## src/rtl/cegate_pkg.sv

```systemverilog
// Shared types for the chip-enable gating controller.
// Assumes: none; pure type definitions.
package cegate_pkg;
    typedef enum logic [1:0] {
        GATE_OPEN  = 2'd0,   // chip-enable passed through
        GATE_GRACE = 2'd1,   // reset seen, in-flight access allowed to finish
        GATE_SHUT  = 2'd2    // output forced inactive
    } gate_state_e;
endpackage

```

## src/rtl/cegate_grace_timer.sv

```systemverilog
// Counts timebase ticks while the grace window is running and flags the
// tick that ends it.
// Assumes: GRACE_TICKS >= 1; run drops the cycle after expire is raised.
module cegate_grace_timer #(
    parameter int GRACE_TICKS = 15
) (
    input  logic clk,
    input  logic rst_n,
    input  logic run,
    input  logic tick,
    output logic expire
);
    localparam int CW = $clog2(GRACE_TICKS + 1);
    localparam logic [CW-1:0] LAST = CW'(GRACE_TICKS - 1);

    logic [CW-1:0] cnt_q;

    // Tick counter, cleared whenever the window is not running.
    always_ff @(posedge clk) begin
        if (!rst_n || !run) begin
            cnt_q <= '0;
        end else if (tick) begin
            cnt_q <= cnt_q + 1'b1;
        end
    end

    // Final tick of the window.
    always_comb begin
        expire = run && tick && (cnt_q == LAST);
    end
endmodule

```

## src/rtl/cegate_state_ctl.sv

```systemverilog
// Gate state register: open / grace / shut, driven by the supervisor
// reset, the backup flag, the incoming chip-enable and timer expiry.
// Assumes: all inputs synchronous to clk.
module cegate_state_ctl
    import cegate_pkg::*;
(
    input  logic        clk,
    input  logic        rst_n,
    input  logic        sup_reset,
    input  logic        batt_backup,
    input  logic        ce_in_n,
    input  logic        expire,
    output gate_state_e state_q
);
    gate_state_e state_d;

    // Next-state decision.
    always_comb begin
        state_d = state_q;
        if (batt_backup) begin
            state_d = GATE_SHUT;
        end else if (!sup_reset) begin
            state_d = GATE_OPEN;
        end else begin
            case (state_q)
                GATE_OPEN:  state_d = ce_in_n ? GATE_SHUT : GATE_GRACE;
                GATE_GRACE: state_d = (ce_in_n || expire) ? GATE_SHUT : GATE_GRACE;
                GATE_SHUT:  state_d = GATE_SHUT;
                default:    state_d = GATE_SHUT;
            endcase
        end
    end

    // State register; power-up starts shut.
    always_ff @(posedge clk) begin
        if (!rst_n) begin
            state_q <= GATE_SHUT;
        end else begin
            state_q <= state_d;
        end
    end
endmodule

```

## src/rtl/cegate_out_path.sv

```systemverilog
// Combinational chip-enable path: passes the input while the gate is open
// and drives the output inactive otherwise.
// Assumes: state_q comes from cegate_state_ctl.
module cegate_out_path
    import cegate_pkg::*;
(
    input  gate_state_e state_q,
    input  logic        sup_reset,
    input  logic        batt_backup,
    input  logic        ce_in_n,
    output logic        ce_out_n,
    output logic        gate_open
);
    logic pass_free;
    logic pass_grace;

    // Decide whether the path conducts this cycle.
    always_comb begin
        pass_free  = (state_q == GATE_OPEN) && !sup_reset;
        pass_grace = ((state_q == GATE_OPEN) || (state_q == GATE_GRACE))
                     && sup_reset && !ce_in_n;
        gate_open  = !batt_backup && (pass_free || pass_grace);
        ce_out_n   = gate_open ? ce_in_n : 1'b1;
    end
endmodule

```

## src/rtl/mem_ce_gate.sv

```systemverilog
// Top of the memory chip-enable gating controller.
// Assumes: tick is a single-cycle pulse; GRACE_TICKS >= 1.
module mem_ce_gate
    import cegate_pkg::*;
#(
    parameter int GRACE_TICKS = 15
) (
    input  logic clk,
    input  logic rst_n,
    input  logic sup_reset,
    input  logic batt_backup,
    input  logic tick,
    input  logic ce_in_n,
    output logic ce_out_n,
    output logic gate_open
);
    gate_state_e state_q;
    logic        expire;
    logic        in_grace;

    // Grace timer runs only in the grace state.
    always_comb begin
        in_grace = (state_q == GATE_GRACE);
    end

    cegate_grace_timer #(.GRACE_TICKS(GRACE_TICKS)) u_timer (
        .clk    (clk),
        .rst_n  (rst_n),
        .run    (in_grace),
        .tick   (tick),
        .expire (expire)
    );

    cegate_state_ctl u_ctl (
        .clk         (clk),
        .rst_n       (rst_n),
        .sup_reset   (sup_reset),
        .batt_backup (batt_backup),
        .ce_in_n     (ce_in_n),
        .expire      (expire),
        .state_q     (state_q)
    );

    cegate_out_path u_path (
        .state_q     (state_q),
        .sup_reset   (sup_reset),
        .batt_backup (batt_backup),
        .ce_in_n     (ce_in_n),
        .ce_out_n    (ce_out_n),
        .gate_open   (gate_open)
    );
endmodule

```

## config.mk

```make
export PLATFORM = sky130hd
export DESIGN_NAME = mem_ce_gate
export DESIGN_NICKNAME = d
export VERILOG_FILES = /design/src/rtl/cegate_pkg.sv /design/src/rtl/cegate_grace_timer.sv /design/src/rtl/cegate_state_ctl.sv /design/src/rtl/cegate_out_path.sv /design/src/rtl/mem_ce_gate.sv
export SDC_FILE = /design/constraint.sdc
export NUM_CORES = 1
export LEC_CHECK = 0
export BUFFER_PORTS_ARGS = -buffer_cell sky130_fd_sc_hd__buf_4
export CORE_AREA = 3 3 40 42
export DETAILED_ROUTE_END_ITERATION = 7
export DIE_AREA = 0 0 43 45
export PLACE_DENSITY = 0.55
export SYNTH_ARGS = -nofsm -noshare
export SYNTH_HDL_FRONTEND = slang
export SYNTH_HIERARCHICAL = 1
export SYNTH_SLANG_ARGS = --single-unit
```

## constraint.sdc

```tcl
create_clock -name clk -period 3.25 [get_ports clk]
set_input_delay 0.65 -clock clk [delete_from_list [all_inputs] [get_ports clk]]
set_output_delay 0.65 -clock clk [all_outputs]
set_load 0.02 [all_outputs]
```

==> results of run 1 <==
## cell type report
class	instances	area, sq um
Multi-Input combinational cell	25	204
Timing Repair Buffer	7	52.6
Sequential cell	6	120
Tap cell	15	18.8
Inverter	2	7.51
Fill cell	136	860
Clock buffer	3	22.5
## worst max-delay path, delay by kind of cell
family	cells	cell delay, ns
buffers and inverters	2	0.29
AND/OR/NAND/NOR	1	0.49
## per-layer routing
layer	global-route usage	wire (microns)	vias to the layer above
li1	-	-	139
met1	0.0825	264	119
met2	0.102	282	2
met3	0.0359	1	2
met4	0.108	19	0
met5	0	0	-
## per-stage QoR
stage                     instances  setup slack (ns)  total power [uW]
final                            58              1.17               157
after global routing             58              1.15               168
after CTS                        58              1.17               163
after detailed placement         55              1.17              89.5
after global placement           55              1.17              89.6
after floorplan                  34              1.33              82.8
## logic make-up (layout without fill, tap and decap cells)
| kind of cell | after synthesis | after routing | synth area share |
|---|---|---|---|
| and+or+nand+nor | 15 | 15 | 0.281 |
| buffers and inverters | 3 | 12 | 0.0548 |
| DFF | 6 | 6 | 0.350 |
| muxes | 1 | 1 | 0.0292 |
| AOI/OAI and AO/OA | 6 | 6 | 0.186 |
| adders and majority gates | 2 | 2 | 0.0730 |
| xor gates and xnor gates | 1 | 1 | 0.0256 |
## cell usage after synthesis, drive strengths merged
library cell and number:
nor2b 3, mux2i 1, dfxtp 6, a211oi 2
nand3 2, nand3b 2, and3 1, or4 1
xnor2 1, a21bo 1, a2111oi 1, buf 1
inv 2, nand2 2, a21oi 1, o21ai 1
nor2 3, ha 2, nand4 1
## path summary, 6_finish.rpt
check | slack (ns) | depth (start not counted) | from | to
hold / removal | 0.49 | 2 | u_timer/cnt_q[3] | u_timer/cnt_q[3]
setup reg to reg | 2.09 | 6 | u_timer/cnt_q[0] | u_ctl/state_q[0]
hold reg to reg | 0.49 | 2 | u_timer/cnt_q[3] | u_timer/cnt_q[3]
setup / recovery | 1.17 | 3 | ce_in_n | ce_out_n
## flip-flops by register name, indices dropped and copies added (netlist names)
register / cells
u_timer/cnt_q: 4
u_ctl/state_q: 2
## power groups by stage
stage               clock network (uW)  registers (uW)  logic, uW
floorplan                            0            76.7       6.12
global placement                     0            76.9       12.7
detailed placement                   0            76.9       12.7
CTS                               74.5            75.4       12.7
global route                      78.7            75.4       13.9
finish                            68.6            75.5       12.6
==> impl_metrics.tcl, run 1 <==
set metrics [dict create \
    vias 262 \
    p_comb_frac 0.080 \
    grt_pass1_wl_microns 1000 \
    dpl.hpwl_microns 439 \
    final_util 0.331 \
    drc 0 \
    tns_ns 0 \
    cp-start-kind "input port" \
    syn_inst 34 \
    clock_latency_ns 0.24 \
    hold_path.class "flip-flop to flip-flop" \
    ant_nets 0 \
    hold_buffers 0 \
    viasPerCell 4.52 \
    overflow 0 \
    slowest_stage "or4_1" \
    setup_viol 0 \
    clock-root-buffer "clkbuf_4" \
    synth_seq_cells 6 \
    synth_cell_type_count 20 \
    die_w_microns 43 \
    whs_ns 0.489 \
    cpMostUsedCell "buf_4" \
    cap_viol_max_count 0 \
    grt_max_degree 8 \
    cp-end-kind "output port" \
    cts-resized-gates 0 \
    dpl-instance-area_sq_um 403 \
    crit_arrival_ns 1.43 \
    slowest_delay_ns 0.49 \
    slew_headroom 0.828 \
    synthToLayoutAreaGrowth_pct 24.1 \
    grtUsageTotal 0.0793 \
    drtPass1Iterations 2 \
    leakagePower_uw 0.000171 \
    nets 53 \
    vdd_ir_drop_max_mv 0.130 \
    yosysTopAreaCell "dfxtp_1" \
    grt_antenna_before_repair 0 \
    tightest_slew_ns 0.257 \
    critical_path_class "input port to output port" \
    ios 8 \
    power_density_mw_per_mm2 368 \
    wl_per_cell_microns 9.78 \
    clock.fmax_mhz 481 \
    layout_common_cells "buf_4 (7), dfxtp_1 (6), clkbuf_4 (3), nor2_1 (3)" \
    swShare 0.216 \
    clkPwrFrac 0.438 \
    slew_violations 0 \
    seqPwrFrac 0.482 \
    syn_area_sq_um 343 \
    rsz0062_at_grt "no" \
    clock_sinks 6 \
    antennaDiodeCount 0 \
    wirelength_microns 567 \
    layout_commonest_cell "buf_4" \
    worstPathRequired_ns 2.60 \
    yosysWarnings 6 \
    path_max_fanout 3 \
    outcome "complete, no violations" \
    clk_path_buf_depth 2 \
    core_area_sq_mm 0.00128 \
    htreeDepth 1 \
    synth_fp_nets 42 \
    finalCriticalPeriod_ns 2.08 \
    layout_worst_path_cycle_share 0.640 \
    grt_pass1_vias 256 \
    post_cts_buffers 0 \
    intPower_uw 123 \
    hold_viol 0 \
    path_cells "buf_4 > or4_1 > buf_4" \
    cts_tree "yes" \
    drive_above_1_share 0.372 \
    power.switching_uw 33.9 \
    syn_avg_cell_area_sq_um 10.1 \
    rows 13 \
    die_y_microns 45 \
    final.setup_skew_ns 0.00326 \
    port_buffers 7 \
    synth_top_cell_area_share 0.350 \
    gp_congestion 0.725 \
    yosysSeqAreaShare 0.350 \
    numCtsBuffers 3 \
    start_util 0.267 \
    fin_area_sq_um 425 \
    dieArea_sq_mm 0.00194 \
    yosys-top-cells-area "dfxtp_1 (35%), a211oi_2 (7.3%), ha_1 (7.3%), a2111oi_2 (4.4%), nand3b_1 (4.4%)" \
    drtIter0Drc 4 \
    clk_pin_slew_ns 0.05 \
]
No activity file was read; power rests on OpenSTA's default activity.
==> inputs of run 2 (changes only) <==
==> constraint.sdc (replaced) <==
create_clock -name clk -period 2 [get_ports clk]
set_input_delay 0.4 -clock clk [delete_from_list [all_inputs] [get_ports clk]]
set_output_delay 0.4 -clock clk [all_outputs]
set_load 0.02 [all_outputs]
==> run 2 against run 1 <==
Net effect: power rose by 62%; register-to-register slack got worse by 1.3 ns; non-clock buffer count did not move; critical path type is now flip-flop to output port; largest cell class unchanged.
==> impl_metrics.tcl, run 2 (synthesis results as in run 1) <==
set metrics [dict create \
    clk_pin_slew_ns 0.05 \
    dpl-instance-area_sq_um 403 \
    critPathBufInv 1 \
    overflow 0 \
    antennaDiodeCount 0 \
    path_max_fanout 4 \
    start_util 0.267 \
    layout_worst_path_cycle_share 0.849 \
    cp-start-kind "flip-flop" \
    reg2regPathDepth 6 \
    cp-end-kind "output port" \
    die_w_microns 43 \
    final.setup_skew_ns 0.00124 \
    crit_arrival_ns 1.30 \
    whs_ns 0.397 \
    wl_met2_microns 292 \
    whs_path_depth 3 \
    wl_per_cell_microns 9.60 \
    worstPathRequired_ns 1.60 \
    gp_congestion 0.724 \
    slew_violations 0 \
    hold_path.class "input port to flip-flop" \
    cp.depth 2 \
    largest_register "u_timer/cnt_q" \
    cts_tree "yes" \
    clock_latency_ns 0.24 \
    drtIter0Drc 2 \
    grt_pass1_wl_microns 972 \
    htreeDepth 1 \
    drc 0 \
    drt-met1-wl_microns 265 \
    clk_path_buf_depth 2 \
    leakagePower_uw 0.000171 \
    slowest_stage "or4_1" \
    cp-startpoint "u_ctl/state_q[1]" \
    dr_wl_met3_microns 0 \
    fin_area_sq_um 425 \
    path_cells "or4_1 > buf_4" \
    top_layer_used "met2" \
    hold_buffers 0 \
    grt_pass1_vias 241 \
    numCtsBuffers 3 \
    slowest_delay_ns 0.53 \
    cts-resized-gates 0 \
    clock-root-buffer "clkbuf_4" \
    cp_top_family "simple AND/OR/NAND/NOR gates" \
    rows 13 \
    clock_sinks 6 \
    slew_headroom 0.830 \
    min_from "batt_backup" \
    largest_reg_flops 4 \
    grtUsageTotal 0.0733 \
    critical_path_class "flip-flop to output port" \
    rsz0062_at_grt "no" \
    vdd_ir_drop_max_mv 0.284 \
    drtPass1Iterations 2 \
    post_cts_buffers 0 \
    dieArea_sq_mm 0.00194 \
    reg.largest.list "u_timer/cnt_q x4, u_ctl/state_q x2" \
    nets 53 \
    ant_nets 0 \
    power_density_mw_per_mm2 599 \
    setup_viol 0 \
    vias 264 \
    wirelength_microns 557 \
    ios 8 \
    drive_above_1_share 0.372 \
    port_buffers 7 \
    finalCriticalPeriod_ns 1.70 \
    layout_commonest_cell "buf_4" \
    die_y_microns 45 \
    cap_viol_max_count 0 \
    layout_common_cells "buf_4 (7), dfxtp_1 (6), clkbuf_4 (3), nor2_1 (3)" \
    outcome "complete, no violations" \
    tightest_slew_ns 0.254 \
    synthToLayoutAreaGrowth_pct 24.1 \
    tns_ns 0 \
    grt_max_degree 8 \
    hold_viol 0 \
    viasPerCell 4.55 \
    clock.fmax_mhz 589 \
    reg2reg_from "u_timer/cnt_q[0]" \
    dpl.hpwl_microns 452 \
    fill_cells 128 \
    core_area_sq_mm 0.00128 \
    grt_antenna_before_repair 0 \
]
## run 2: cell counts in the layout (fill, tap and decap cells not counted)
No cell type changed its count.
## run 2: layer usage
metal,vias up,track usage
met5,-,0
met4,0,0.0904
met3,0,0.0239
met2,0,0.0988
met1,123,0.0819
li1,141,-
## run 2: area by class of cell
cell class / instances / area (sq um) / share of cell area
Timing Repair Buffer: 7 / 52.6 / 0.124
Tap cell: 15 / 18.8 / 0.0441
Inverter: 2 / 7.51 / 0.0176
Clock buffer: 3 / 22.5 / 0.0529
Multi-Input combinational cell: 25 / 204 / 0.479
Sequential cell: 6 / 120 / 0.282
## run 2: path summary, 6_finish.rpt
kind	endpoint	slack (ns)
hold reg to reg	u_timer/cnt_q[3]	0.49
setup / recovery	ce_out_n	0.30
setup reg to reg	u_ctl/state_q[0]	0.82
hold / removal	u_ctl/state_q[1]	0.40
## run 2: report_power, final
part / internal [uW] / total [uW] / switching, uW
sequential: 121 / 123 / 1.73
combinational: 10.7 / 20.7 / 10.0
clock: 67.9 / 111 / 43.4
## run 2: worst reg2reg max path, delay by kind of cell, from the launching register on
family	cells	cell delay, ns
compound gates	1	0.18
buf+inv	1	0.06
simple gates	3	0.29
fa+ha+maj	1	0.19
flops	1	0.40
## run 2: through the flow
| step | cells | worst slack [ns] | power, uW | util |
|---|---|---|---|---|
| finish | 58 | 0.302 | 255 | 0.331 |
| global placement | 55 | 0.419 | 146 | 0.314 |
| global route | 58 | 0.238 | 274 | 0.331 |
| CTS | 58 | 0.283 | 262 | 0.331 |
| floorplan | 34 | 0.582 | 135 | - |
| detailed placement | 55 | 0.405 | 146 | 0.314 |
==> inputs of run 3 (changes only) <==
--- a/config.mk
+++ b/config.mk
@@ -5,11 +5,12 @@
 export SDC_FILE = /design/constraint.sdc
 export NUM_CORES = 1
 export LEC_CHECK = 0
+export ABC_AREA = 1
 export BUFFER_PORTS_ARGS = -buffer_cell sky130_fd_sc_hd__buf_4
 export CORE_AREA = 3 3 40 42
 export DETAILED_ROUTE_END_ITERATION = 7
 export DIE_AREA = 0 0 43 45
-export PLACE_DENSITY = 0.55
+export PLACE_DENSITY = 0.54
 export SYNTH_ARGS = -nofsm -noshare
 export SYNTH_HDL_FRONTEND = slang
 export SYNTH_HIERARCHICAL = 1
==> constraint.sdc (replaced) <==
create_clock -name clk -period 1.64 [get_ports clk]
set_input_delay 0.328 -clock clk [delete_from_list [all_inputs] [get_ports clk]]
set_output_delay 0.328 -clock clk [all_outputs]
set_load 0.02 [all_outputs]
==> run 3 against run 2 <==
Net effect: critical path type unchanged; clock-buffer cell count did not move; routed wire length grew 3.4%; critical path depth is 2 higher; largest cell class unchanged; sequential share of layout area rose by 0.34 points; critical endpoint is now gate_open; register-to-register slack worse by 0.24 ns; clock skew about the same; largest power group unchanged.
==> impl_metrics.tcl, run 3 <==
set metrics [dict create \
    cp-start-kind "flip-flop" \
    clock_latency_ns 0.24 \
    drtPass1Iterations 2 \
    finalCriticalPeriod_ns 1.29 \
    gp_congestion 0.717 \
    wl_per_cell_microns 7.78 \
    outcome "complete, no violations" \
    wirelength_microns 576 \
    leakagePower_uw 0.000174 \
    grtUsageTotal 0.0626 \
    synth_fp_nets 57 \
    multi_input_area_sq_um 184 \
    viasPerCell 4.18 \
    whs_ns 0.304 \
    vias 309 \
    synth-main-ff-cell "dfxtp_1" \
    dieArea_sq_mm 0.00194 \
    die_w_microns 43 \
    detailedPlace.worstSlack_ns 0.492 \
    slowest_stage "dfxtp_1" \
    htreeDepth 1 \
    worstPathRequired_ns 1.31 \
    clock_sinks 6 \
    nets 69 \
    path_cells "nor2_2 > nand2_1 > nor2_2 > buf_4" \
    power_density_mw_per_mm2 731 \
    cts_tree "yes" \
    synthToLayoutAreaGrowth_pct 28.7 \
    clock.fmax_mhz 775 \
    reg.largest.list "u_timer/cnt_q x4, u_ctl/state_q x2" \
    syn_area_sq_um 327 \
    drive_above_1_share 0.305 \
    syn_inst 49 \
    hold_viol 0 \
    tightest_slew_ns 0.138 \
    largest_register "u_timer/cnt_q" \
    min_from "batt_backup" \
    grt_pass1_vias 241 \
    hold_buffers 0 \
    core_area_sq_mm 0.00128 \
    clock-root-buffer "clkbuf_4" \
    ios 8 \
    critical_path_class "flip-flop to output port" \
    slew_violations 0 \
    hold_path.class "input port to flip-flop" \
    antennaDiodeCount 0 \
    rsz0062_at_grt "no" \
    synth_edf_count 0 \
    synth_most_common_cell "nand2_1" \
    cap_viol_max_count 0 \
    dpl.hpwl_microns 478 \
    path_max_fanout 3 \
    layout_common_cells "nand2_1 (14), nor2_1 (8), buf_4 (7), dfxtp_1 (6)" \
    postSynth.asyncResetShare 0 \
    slew_headroom 0.907 \
    port_buffers 7 \
    cp_top_family "flip-flops" \
    drc 0 \
    regArea_sq_um 120 \
    die_y_microns 45 \
    worst_slack_ns 0.350 \
    clk_path_buf_depth 2 \
    slowest_delay_ns 0.33 \
    grt_max_degree 8 \
    cp-end-kind "output port" \
    overflow 0 \
    layout_worst_path_cycle_share 0.787 \
    tns_ns 0 \
    grt_antenna_before_repair 0 \
    start_util 0.254 \
    yosysWarnings 6 \
    critPathBufInv 1 \
    final.setup_skew_ns 0.000856 \
    layout_commonest_cell "nand2_1" \
    clk_pin_slew_ns 0.04 \
    vdd_ir_drop_max_mv 0.422 \
    largest_reg_flops 4 \
    syn_avg_cell_area_sq_um 6.66 \
    yosysSeqAreaShare 0.368 \
    cp-startpoint "u_ctl/state_q[1]" \
    yosysTopAreaCell "dfxtp_1" \
    synth_common_cells "nand2_1 (14), nor2_1 (8), dfxtp_1 (6), inv_1 (5), nor2_2 (5)" \
    fill_cells 142 \
    grt_pass1_wl_microns 890 \
    reg2reg_from "u_timer/cnt_q[0]" \
    post_cts_buffers 0 \
    drtIter0Drc 5 \
    numCtsBuffers 3 \
    cpMostUsedCell "nor2_2" \
    synth_seq_cells 6 \
    synth_top_cell_area_share 0.368 \
    synth_cell_type_count 12 \
    cts-resized-gates 0 \
    rows 13 \
    setup_viol 0 \
    yosys-top-cells-area "dfxtp_1 (37%), nand2_1 (16%), nor2_2 (9.6%), nor2_1 (9.2%), ha_1 (7.7%)" \
    ant_nets 0 \
    crit_arrival_ns 0.96 \
]
run 3: changes by cell type in the layout (fill, tap and decap cells not counted), moves of 3 or more:
cell and delta:
nor2_1 +5, nand2_1 +12, inv_1 +3, nor2_2 +5
run 3: logic make-up after synthesis:
logic type | share of synthesized area
buffers and inverters | 0.0690
adder cells (fa/ha/maj) | 0.0766
AND/OR/NAND/NOR | 0.441
AO/OA/AOI/OAI | 0.0460
flip-flops | 0.368
run 3: power by group:
| group | switching [uW] | internal [uW] |
|---|---|---|
| registers | 1.20 | 148 |
| clock network | 49.4 | 82.5 |
| logic | 13.1 | 13.3 |
| total | 63.7 | 243 |
run 3: routing by layer:
metal,track usage,vias to the layer above,part of all wire
met5,0,-,0
met1,0.0605,130,0.44
met4,0.0361,0,0
met3,0.0438,0,0.11
li1,-,170,-
met2,0.0988,9,0.44
run 3: tightest hold or removal path: stages:
cell and delay [ns]:
buf_4 0.09, nor2_2 0.04, nand2_1 0.05
run 3: stage by stage:
step	instances	utilization	area [sq um]	power, uW
finish	74	0.327	420	307
global route	74	0.327	420	331
CTS	74	0.327	420	316
detailed placement	71	0.310	398	178
global placement	71	0.310	398	178
floorplan	49	-	327	162
run 3: cell type report:
class                   count  share of cell area
multi-input cells          37               0.437
flip-flops and latches      6               0.286
repair buffers              7               0.125
clock buffers               3              0.0536
inverters                   6              0.0536
well taps                  15              0.0446
run 3: path summary, 6_finish.rpt:
kind                            to  slack [ns]  depth (start not counted)
hold / removal    u_ctl/state_q[1]        0.30                          3
setup / recovery         gate_open        0.35                          4
setup reg to reg  u_ctl/state_q[1]        0.58                          8
hold reg to reg   u_timer/cnt_q[3]        0.50                          2
